`config.mk`:
```
export PLATFORM = sky130hd
export DESIGN_NAME = cfg_index_port
export DESIGN_NICKNAME = d
export VERILOG_FILES = /design/src/rtl/cfgp_pkg.sv /design/src/rtl/cfgp_win_ctl.sv /design/src/rtl/cfgp_host_dec.sv /design/src/rtl/cfgp_regbank.sv /design/src/rtl/cfg_index_port.sv
export SDC_FILE = /design/constraint.sdc
export NUM_CORES = 1
export LEC_CHECK = 0
export ABC_AREA = 1
export BUFFER_PORTS_ARGS = -buffer_cell sky130_fd_sc_hd__buf_2
export CAP_MARGIN = 20
export CORE_UTILIZATION = 31
export DETAILED_ROUTE_END_ITERATION = 10
export PLACE_DENSITY = 0.44
export RECOVER_POWER = 25
export SLEW_MARGIN = 20
export SYNTH_ARGS = -nofsm -noshare
export SYNTH_HDL_FRONTEND = slang
export SYNTH_HIERARCHICAL = 1
export SYNTH_SLANG_ARGS = --single-unit
```
`constraint.sdc`:
```
create_clock -name clk -period 2.8 [get_ports clk]
set_clock_uncertainty 0.05 [all_clocks]
set_input_delay 0 -clock clk [delete_from_list [all_inputs] [get_ports clk]]
set_output_delay 0 -clock clk [all_outputs]
set_load 0.05 [all_outputs]
```
`src/rtl/cfgp_pkg.sv`:
```
package cfgp_pkg;

   localparam int unsigned REG_W    = 8;
   localparam int unsigned IDX_W    = 8;
   localparam int unsigned NUM_REGS = 1 << IDX_W;

   typedef enum logic [1:0] {
      ACC_RO    = 2'd0,
      ACC_RW    = 2'd1,
      ACC_FIXED = 2'd2
   } acc_kind_e;

   // Access class of each index in the bank.
   function automatic acc_kind_e acc_kind(input logic [IDX_W-1:0] idx);
      if (idx < 8'hE0) return ACC_RO;
      case (idx)
         8'hE7, 8'hE8:                         return ACC_FIXED;
         8'hE0, 8'hE1, 8'hE2, 8'hE3, 8'hE6,
         8'hEE, 8'hEF, 8'hF0, 8'hF1, 8'hF2,
         8'hF4, 8'hF6, 8'hF8, 8'hFC:           return ACC_RW;
         default:                              return ACC_RO;
      endcase
   endfunction

   // Value loaded at reset.
   function automatic logic [REG_W-1:0] init_val(input logic [IDX_W-1:0] idx);
      case (idx)
         8'hE0:   return 8'h3C;
         8'hE2:   return 8'h03;
         8'hE3:   return 8'hFC;
         8'hE6:   return 8'hDE;
         8'hE7:   return 8'hFE;
         8'hE8:   return 8'hBE;
         default: return 8'h00;
      endcase
   endfunction

   // Single byte accepted by a fixed-value index.
   function automatic logic [REG_W-1:0] only_val(input logic [IDX_W-1:0] idx);
      case (idx)
         8'hE7:   return 8'hFE;
         8'hE8:   return 8'hBE;
         default: return 8'h00;
      endcase
   endfunction

endpackage

```
`src/rtl/cfgp_win_ctl.sv`:
```
module cfgp_win_ctl #(
   parameter int unsigned OFF_W    = 8,
   parameter int unsigned CTRL_OFF = 'h85,
   parameter int unsigned EN_BIT   = 1
) (
   input  logic                     clk,
   input  logic                     rst_n,
   input  logic                     brg_wr,
   input  logic [OFF_W-1:0]         brg_off,
   input  logic [cfgp_pkg::REG_W-1:0] brg_wdata,
   output logic                     win_en_o
);

   logic hit;
   logic unused_bits;

   assign hit         = brg_wr && (brg_off == OFF_W'(CTRL_OFF));
   assign unused_bits = ^brg_wdata;

   always_ff @(posedge clk) begin
      if (!rst_n)   win_en_o <= 1'b0;
      else if (hit) win_en_o <= brg_wdata[EN_BIT];
   end

endmodule

```
`src/rtl/cfgp_host_dec.sv`:
```
module cfgp_host_dec #(
   parameter int unsigned ADDR_W    = 16,
   parameter int unsigned BASE_ADDR = 'h3F0
) (
   input  logic              win_en,
   input  logic [ADDR_W-1:0] host_addr,
   input  logic              host_wr,
   input  logic              host_rd,
   output logic              idx_we,
   output logic              dat_we,
   output logic              rd_upd,
   output logic              rd_live
);

   localparam logic [ADDR_W-1:0] SEL_ADDR = ADDR_W'(BASE_ADDR);
   localparam logic [ADDR_W-1:0] DAT_ADDR = ADDR_W'(BASE_ADDR + 1);

   logic at_sel;
   logic at_dat;

   assign at_sel  = (host_addr == SEL_ADDR);
   assign at_dat  = (host_addr == DAT_ADDR);

   assign idx_we  = win_en && host_wr && at_sel;
   assign dat_we  = win_en && host_wr && at_dat;
   assign rd_upd  = host_rd && (at_sel || at_dat);
   assign rd_live = rd_upd && win_en;

endmodule

```
`src/rtl/cfgp_regbank.sv`:
```
module cfgp_regbank
   import cfgp_pkg::*;
(
   input  logic             clk,
   input  logic             rst_n,
   input  logic             we,
   input  logic [IDX_W-1:0] idx,
   input  logic [REG_W-1:0] wdata,
   output logic [REG_W-1:0] rdata
);

   logic [REG_W-1:0] regs [NUM_REGS];

   for (genvar i = 0; i < NUM_REGS; i++) begin : g_reg
      localparam logic [IDX_W-1:0] IDX  = IDX_W'(i);
      localparam acc_kind_e        KIND = acc_kind(IDX);
      localparam logic [REG_W-1:0] RST  = init_val(IDX);
      localparam logic [REG_W-1:0] ONLY = only_val(IDX);

      if (KIND == ACC_RO) begin : g_ro
         assign regs[i] = RST;
      end else begin : g_store
         logic             sel;
         logic             ok;
         logic [REG_W-1:0] q;

         assign sel = we && (idx == IDX);
         if (KIND == ACC_FIXED) begin : g_fixed
            assign ok = (wdata == ONLY);
         end else begin : g_free
            assign ok = 1'b1;
         end

         always_ff @(posedge clk) begin
            if (!rst_n)        q <= RST;
            else if (sel && ok) q <= wdata;
         end
         assign regs[i] = q;
      end
   end

   assign rdata = regs[idx];

endmodule

```
`src/rtl/cfg_index_port.sv`:
```
module cfg_index_port #(
   parameter int unsigned ADDR_W    = 16,
   parameter int unsigned BASE_ADDR = 'h3F0,
   parameter int unsigned OFF_W     = 8,
   parameter int unsigned CTRL_OFF  = 'h85,
   parameter int unsigned EN_BIT    = 1,
   parameter logic [7:0]  IDLE_RD   = 8'hFF
) (
   input  logic              clk,
   input  logic              rst_n,
   input  logic [ADDR_W-1:0] host_addr,
   input  logic              host_wr,
   input  logic              host_rd,
   input  logic [7:0]        host_wdata,
   output logic [7:0]        host_rdata,
   input  logic              brg_wr,
   input  logic [OFF_W-1:0]  brg_off,
   input  logic [7:0]        brg_wdata
);
   import cfgp_pkg::*;

   if (ADDR_W < 2 || ADDR_W > 31) begin : g_bad_addr_w
      $error("cfg_index_port: ADDR_W out of range");
   end
   if (BASE_ADDR >= (32'd1 << ADDR_W) - 1) begin : g_bad_base
      $error("cfg_index_port: port pair does not fit the address width");
   end
   if (EN_BIT >= REG_W) begin : g_bad_bit
      $error("cfg_index_port: EN_BIT outside the control byte");
   end
   if (OFF_W < 1 || CTRL_OFF >= (32'd1 << OFF_W)) begin : g_bad_off
      $error("cfg_index_port: CTRL_OFF does not fit OFF_W");
   end

   logic             win_en;
   logic             idx_we;
   logic             dat_we;
   logic             rd_upd;
   logic             rd_live;
   logic [IDX_W-1:0] idx_q;
   logic [REG_W-1:0] bank_rd;

   cfgp_win_ctl #(
      .OFF_W    (OFF_W),
      .CTRL_OFF (CTRL_OFF),
      .EN_BIT   (EN_BIT)
   ) u_win (
      .clk       (clk),
      .rst_n     (rst_n),
      .brg_wr    (brg_wr),
      .brg_off   (brg_off),
      .brg_wdata (brg_wdata),
      .win_en_o  (win_en)
   );

   cfgp_host_dec #(
      .ADDR_W    (ADDR_W),
      .BASE_ADDR (BASE_ADDR)
   ) u_dec (
      .win_en    (win_en),
      .host_addr (host_addr),
      .host_wr   (host_wr),
      .host_rd   (host_rd),
      .idx_we    (idx_we),
      .dat_we    (dat_we),
      .rd_upd    (rd_upd),
      .rd_live   (rd_live)
   );

   cfgp_regbank u_bank (
      .clk   (clk),
      .rst_n (rst_n),
      .we    (dat_we),
      .idx   (idx_q),
      .wdata (host_wdata),
      .rdata (bank_rd)
   );

   always_ff @(posedge clk) begin
      if (!rst_n)      idx_q <= '0;
      else if (idx_we) idx_q <= host_wdata;
   end

   always_ff @(posedge clk) begin
      if (!rst_n)      host_rdata <= '0;
      else if (rd_upd) host_rdata <= rd_live ? bank_rd : IDLE_RD;
   end

endmodule

```
==> results by group, run 1 <==
Power
  – Sw Share: 0.234
  – Switching power of the nets: 1060 uW
  – Pwr Density: 588 nW/um^2
  – Comb pwr share: 0.033
  – Flop pwr share: 0.457
  – Final Power: 4510 uW
  – Int Pwr: 3460 uW
  – Clock power frac: 0.510
  – Leak: 0.00340 uW
  – Peak supply drop: 0.385 mV

Clock tree
  – CTS tree: done
  – CTS max path bufs: 2
  – # H-tree levels: 4
  – Root buf cell: clkbuf_16
  – Worst-path clk slew: 0.06 ns
  – Clock sink total: 145
  – Post-CTS Setup Repair Bufs: 0
  – Later-pin clock latency in the skew report: 0.43 ns
  – Cts bufs inserted: 17

Logic synthesis
  – Main combinational cell family by area after synthesis: simple AND/OR/NAND/NOR gates
  – Proportion of synthesized area in mux cells: 0
  – Warnings from Yosys: 6
  – Compound-cell area share of the yosys netlist: 0.162
  – Area leader, netlist: dfxtp_1
  – Post-Syn Area per Cell: 6.96 um^2
  – Synthesized netlist cell count: 933
  – Synth Area in XOR/XNOR: 0
  – Yosys cell types: 28
  – Cell area after synthesis: 6490 um^2
  – Synth area leaders: dfxtp_1 45%, nand2_1 16%, o21ai_0 7.6%
  – Yosys reg bits: 145
  – Post-synthesis adder-cell area fraction: 0
  – Synth Area in Simple Gates: 0.326
  – Syn_nets: 978
  – Post-synth top area share: 0.447
  – Sequential area share after synthesis: 0.447

Global routing
  – Initial antenna violation count: 0
  – Grt ovf: 0
  – Total track usage: 0.195
  – Via count of the first global-routing pass: 5687
  – First-pass GRT wire length: 31.8 mm
  – Largest net degree at the start of global routing: 59

Worst hold path
  – Hold_sp: host_addr[2]
  – Hold crit path type: in2reg

Drt
  – Vias: 5882
  – Final antenna-violating net count: 0
  – WL/cell: 15.7 um
  – Total wire length: 20.0 mm
  – 1st-pass router iterations: 4
  – Drt initial violations: 337
  – Vias per cell: 4.63
  – Number of remaining DRC errors: 0

Die
  – Die Ht: 147 um
  – Die area: 21500 um^2
  – Row count: 52
  – Initial Util: 0.319
  – Placeable Area: 20400 um^2
  – Die W: 147 um
  – Ports: 53

Placed design
  – PortBufs: 45
  – Gpl congestion: 0.795
  – Placed cells: 1225
  – Area after DPL: 6980 um^2
  – Detail Placement HPWL: 13.7 mm

STA
  – Max Slew Vio Count: 0
  – Setup_tns: 0 ns
  – Worst slew pin tran: 0.668 ns
  – Fmax: 423 MHz
  – Final setup fails: 0
  – Final Cycle Share: 0.845
  – Unrepaired setup endpoints after global routing: no
  – Final Hold Vio Count: 0
  – Slew headroom: 0.553
  – Final min period: 2.37 ns

Flow run
  – # Max-Cap Violations: 0

Critical path
  – Crit path arrival time: 2.64 ns
  – Critical Path RT: 3.07 ns
  – Worst Setup Path Type: reg2reg
  – CP Launch Point: idx_q[0]
  – R2R Path Start: idx_q[0]
  – CP Capture Type: register
  – Startpoint type of the worst setup path: register
  – CP Max Fanout: 14

Status
  – Status: finished, final reports clean

Cells and area
  – NumNets Final: 1032
  – Syn-to-layout area delta: 18.3%
  – Final std cell area, no fill: 7680 um^2
  – ANT cells: 0
  – Non-Filler Instances: 1270
  – Share of cells above drive strength 1: 0.125
## final timing paths
| path | cells after the start | slack, ns | end |
|---|---|---|---|
| min reg2reg | 1 | 0.40 | u_bank/g_reg[232].g_store.q[5] |
| max reg2reg | 6 | 0.43 | u_bank/g_reg[232].g_store.q[6] |
| min | 11 | 0.22 | host_rdata[3] |
| max | 6 | 0.43 | u_bank/g_reg[232].g_store.q[6] |
## metal layers
| layer | track usage | part of all wire | vias up |
|---|---|---|---|
| met4 | 0.0557 | 0.010 | 0 |
| met2 | 0.310 | 0.45 | 90 |
| met5 | 0 | 0 | - |
| li1 | - | - | 3142 |
| met3 | 0.0351 | 0.034 | 11 |
| met1 | 0.269 | 0.50 | 2639 |
## power groups by stage
| stage | clock network, uW | registers [uW] | logic (uW) |
|---|---|---|---|
| after global routing | 2440 | 2060 | 166 |
| after global placement | 0 | 2110 | 141 |
| after CTS | 2350 | 2060 | 153 |
| final | 2300 | 2060 | 150 |
| after floorplan | 0 | 2110 | 60.9 |
| after detailed placement | 0 | 2110 | 141 |
## sequential cells by signal (all words and copies together) (netlist names)
signal / flops
u_bank/g.g_store.q: 128
host_rdata: 8
idx_q: 8
u_win/win_en_o: 1
## worst max-delay path, cell delays in order, from the launching register on
cell and delay [ns]:
dfxtp_1 0.36, buf_4 0.23, nor2_4 0.22, nand2_1 0.11, nor2_1 0.53, nand4_1 0.48, and3_1 0.28
## cell usage in the layout (no fill, tap or decap), drive strengths merged
cell	netlist	layout
and3	1	1
clkinv	7	12
nor2	145	145
nor3	5	5
clkbuf	18	27
dlygate4sd3	0	13
inv	50	54
a21oi	69	69
o211ai	18	18
buf	21	52
o21ai	113	113
nand2	277	277
clkinvlp	0	3
nand4	5	5
nand3b	9	9
bufinv	0	2
nand3	50	50
dfxtp	145	145
## through the flow
step                      hold slack, ns   util  setup WS [ns]
after floorplan                   0.0713      -          0.888
after global placement             0.281  0.343          0.540
after detailed placement           0.289  0.343          0.492
after CTS                          0.125  0.378          0.481
after global routing               0.306  0.377          0.200
final                              0.219  0.377          0.434
## final cells by class
type	instances	area, um^2
Inverter	57	214
Fill cell	2210	12700
Clock inverter	14	154
Multi-Input combinational cell	692	3150
Timing Repair Buffer	74	477
Sequential cell	145	2900
Clock buffer	18	439
Tap cell	270	338
## cell families after synthesis
logic type             count (synthesis)
AOI/OAI and AO/OA                    200
buffers and inverters                 96
DFF                                  145
and+or+nand+nor                      492
## cell usage after synthesis
library cell	instances
nand2_1	271
o21ai_0	99
o211ai_1	18
inv_1	39
nand3b_1	9
and3_1	1
buf_2	11
clkbuf_1	18
nand4_2	1
nand3_1	48
o21ai_2	1
inv_2	11
clkinv_1	7
a21oi_2	1
o21ai_1	13
nor3_1	5
buf_4	6
a21oi_1	68
nand2_4	1
nor2_1	119
nor2_2	16
buf_1	1
nand3_2	2
nand4_1	4
buf_6	3
nor2_4	10
nand2_2	5
dfxtp_1	145
## timing repair
item / 4_1_cts / 5_1_grt
endpoints found under the hold margin: 59 / 0
hold buffers: 13 / 0
resized for setup: 0 / 0
Note: power is estimated with default switching activity, not from simulation.
==> run 2: changes to the inputs <==
- clock period: 2.8 -> 2.2 ns (I/O delays scaled with it)
==> run 2 against run 1 <==
  * Final area increased by 1.6%
  * Total power increased by 31%
  * Worst setup slack got worse by 0.18 ns
  * Worst hold slack improved by 0.0060 ns
  * Clock power increased by 35%
  * Critical path depth increased by 6
  * Register-to-register slack got worse by 0.18 ns
  * Sequential power increased by 27%
  * Count of clock-buffer cells in the layout increased by 1
==> results by group, run 2 (synthesis results as in run 1) <==
Cells and area
  – Max FFs per register: 128
  – Most frequent cells in the layout: 271 x nand2_1, 145 x dfxtp_1, 122 x nor2_1
  – Commonest non-fill, non-tap cell in the layout: nand2_1
  – NumNets Final: 1044
  – ANT cells: 0
  – Syn-to-layout area delta: 20.2%
  – Top reg by flops: u_bank/g.g_store.q
  – Share of cells above drive strength 1: 0.133
  – Largest regs: u_bank/g.g_store.q: 128 flops, host_rdata: 8 flops, idx_q: 8 flops
  – Fillers: 2190
  – Final std cell area, no fill: 7800 um^2

STA
  – Final setup fails: 0
  – Setup ws final: 0.254 ns
  – Unrepaired setup endpoints after global routing: no
  – Hold_ws: 0.225 ns
  – Worst slew pin tran: 0.642 ns
  – Max Slew Vio Count: 0
  – Final Cycle Share: 0.885
  – Slew headroom: 0.574
  – Final min period: 1.95 ns
  – Fmax: 514 MHz
  – Setup_tns: 0 ns
  – Final Hold Vio Count: 0

Global routing
  – Via count of the first global-routing pass: 5678
  – First-pass GRT wire length: 31.6 mm
  – Largest net degree at the start of global routing: 51
  – Total track usage: 0.191
  – Initial antenna violation count: 0
  – Grt ovf: 0

Drt
  – Drt initial violations: 361
  – 1st-pass router iterations: 5
  – Number of remaining DRC errors: 0
  – Vias: 6017
  – Vias per cell: 4.69
  – Total wire length: 20.0 mm
  – Final antenna-violating net count: 0
  – WL/cell: 15.6 um

Power
  – Leak: 0.00347 uW
  – Pwr Density: 760 nW/um^2
  – Peak supply drop: 0.384 mV

Placed design
  – Area after DPL: 7050 um^2
  – Detail Placement HPWL: 13.8 mm
  – PortBufs: 45
  – Pre-CTS setup slack: 0.292 ns
  – Gpl congestion: 0.795

Worst hold path
  – Hold crit path type: in2reg
  – Min-Delay Path Depth: 11

Critical path
  – CP Max Fanout: 19
  – Worst Setup Path Type: reg2reg
  – CP Capture Type: register
  – Crit path arrival time: 2.22 ns
  – Critical Path RT: 2.47 ns
  – Startpoint type of the worst setup path: register
  – R2R depth: 12

Clock tree
  – Post-CTS Setup Repair Bufs: 0
  – Post-CTS resize count: 0
  – Clock sink total: 145
  – Worst-path clk slew: 0.06 ns
  – CTS tree: done
  – Cts bufs inserted: 17
  – CTS max path bufs: 2
  – Root buf cell: clkbuf_16
  – CTS Hold Buffers Added: 16
  – # H-tree levels: 4
  – Later-pin clock latency in the skew report: 0.43 ns

Status
  – Status: finished, final reports clean

Die
  – Initial Util: 0.319
  – Row count: 52
  – Placeable Area: 20400 um^2
  – Die Ht: 147 um
  – Die W: 147 um
  – Die area: 21500 um^2
  – Ports: 53

Flow run
  – # Max-Cap Violations: 0
-- run 2: changes by cell type in the layout (fill, tap and decap cells not counted), sizes merged --
cell,previous run,this run
buf,52,59
bufinv,2,3
clkbuf,27,30
clkinvlp,3,2
dlygate4sd3,13,16
inv,54,53
-- run 2: area by class of cell --
| cell class | instances | area (um^2) | share of cell area |
|---|---|---|---|
| repair buffers | 86 | 568 | 0.0728 |
| clock inverters | 13 | 178 | 0.0228 |
| inverters | 57 | 214 | 0.0274 |
| flip-flops and latches | 145 | 2900 | 0.372 |
| multi-input cells | 692 | 3150 | 0.403 |
| clock buffers | 19 | 453 | 0.0581 |
| well taps | 270 | 338 | 0.0433 |
-- run 2: path summary, 6_finish.rpt --
kind | slack (ns) | endpoint | from
worst min register to register | 0.40 | u_bank/g_reg[240].g_store.q[1] | u_bank/g_reg[240].g_store.q[1]
worst min-delay path | 0.22 | host_rdata[2] | host_addr[3]
worst max register to register | 0.25 | host_rdata[4] | idx_q[0]
worst max-delay path | 0.25 | host_rdata[4] | idx_q[0]
-- run 2: power by group --
group | switching, uW | internal (uW) | leakage [uW]
clock | 1240 | 1870 | 0.000302
sequential | 0.0268 | 2620 | 0.00117
combinational | 129 | 66.7 | 0.00200
total | 1370 | 4560 | 0.00347
-- run 2: metal layers --
layer / share of wire / routed length [um] / up-vias / track usage
li1: - / - / 3158 / -
met1: 0.51 / 10200 / 2719 / 0.269
met2: 0.43 / 8660 / 117 / 0.291
met3: 0.034 / 688 / 23 / 0.0370
met4: 0.020 / 394 / 0 / 0.0651
met5: 0 / 0 / - / 0
-- run 2: worst max-delay path, cell delays in order, from the launching register on --
cell,delay [ns]
dfxtp_1,0.46
inv_1,0.11
clkbuf_2,0.32
nand2_1,0.14
nand2_1,0.07
nand2_1,0.08
nand2_1,0.11
nand2_1,0.09
nand3_1,0.09
nand2_1,0.10
nand2_1,0.05
nor2_1,0.11
nor2_1,0.05
-- run 2: metrics by stage --
step	instances	utilization	power [uW]
floorplan	933	-	2760
global placement	1234	0.346	2860
detailed placement	1234	0.346	2860
CTS	1282	0.385	6010
global route	1282	0.383	6140
finish	1282	0.383	5930
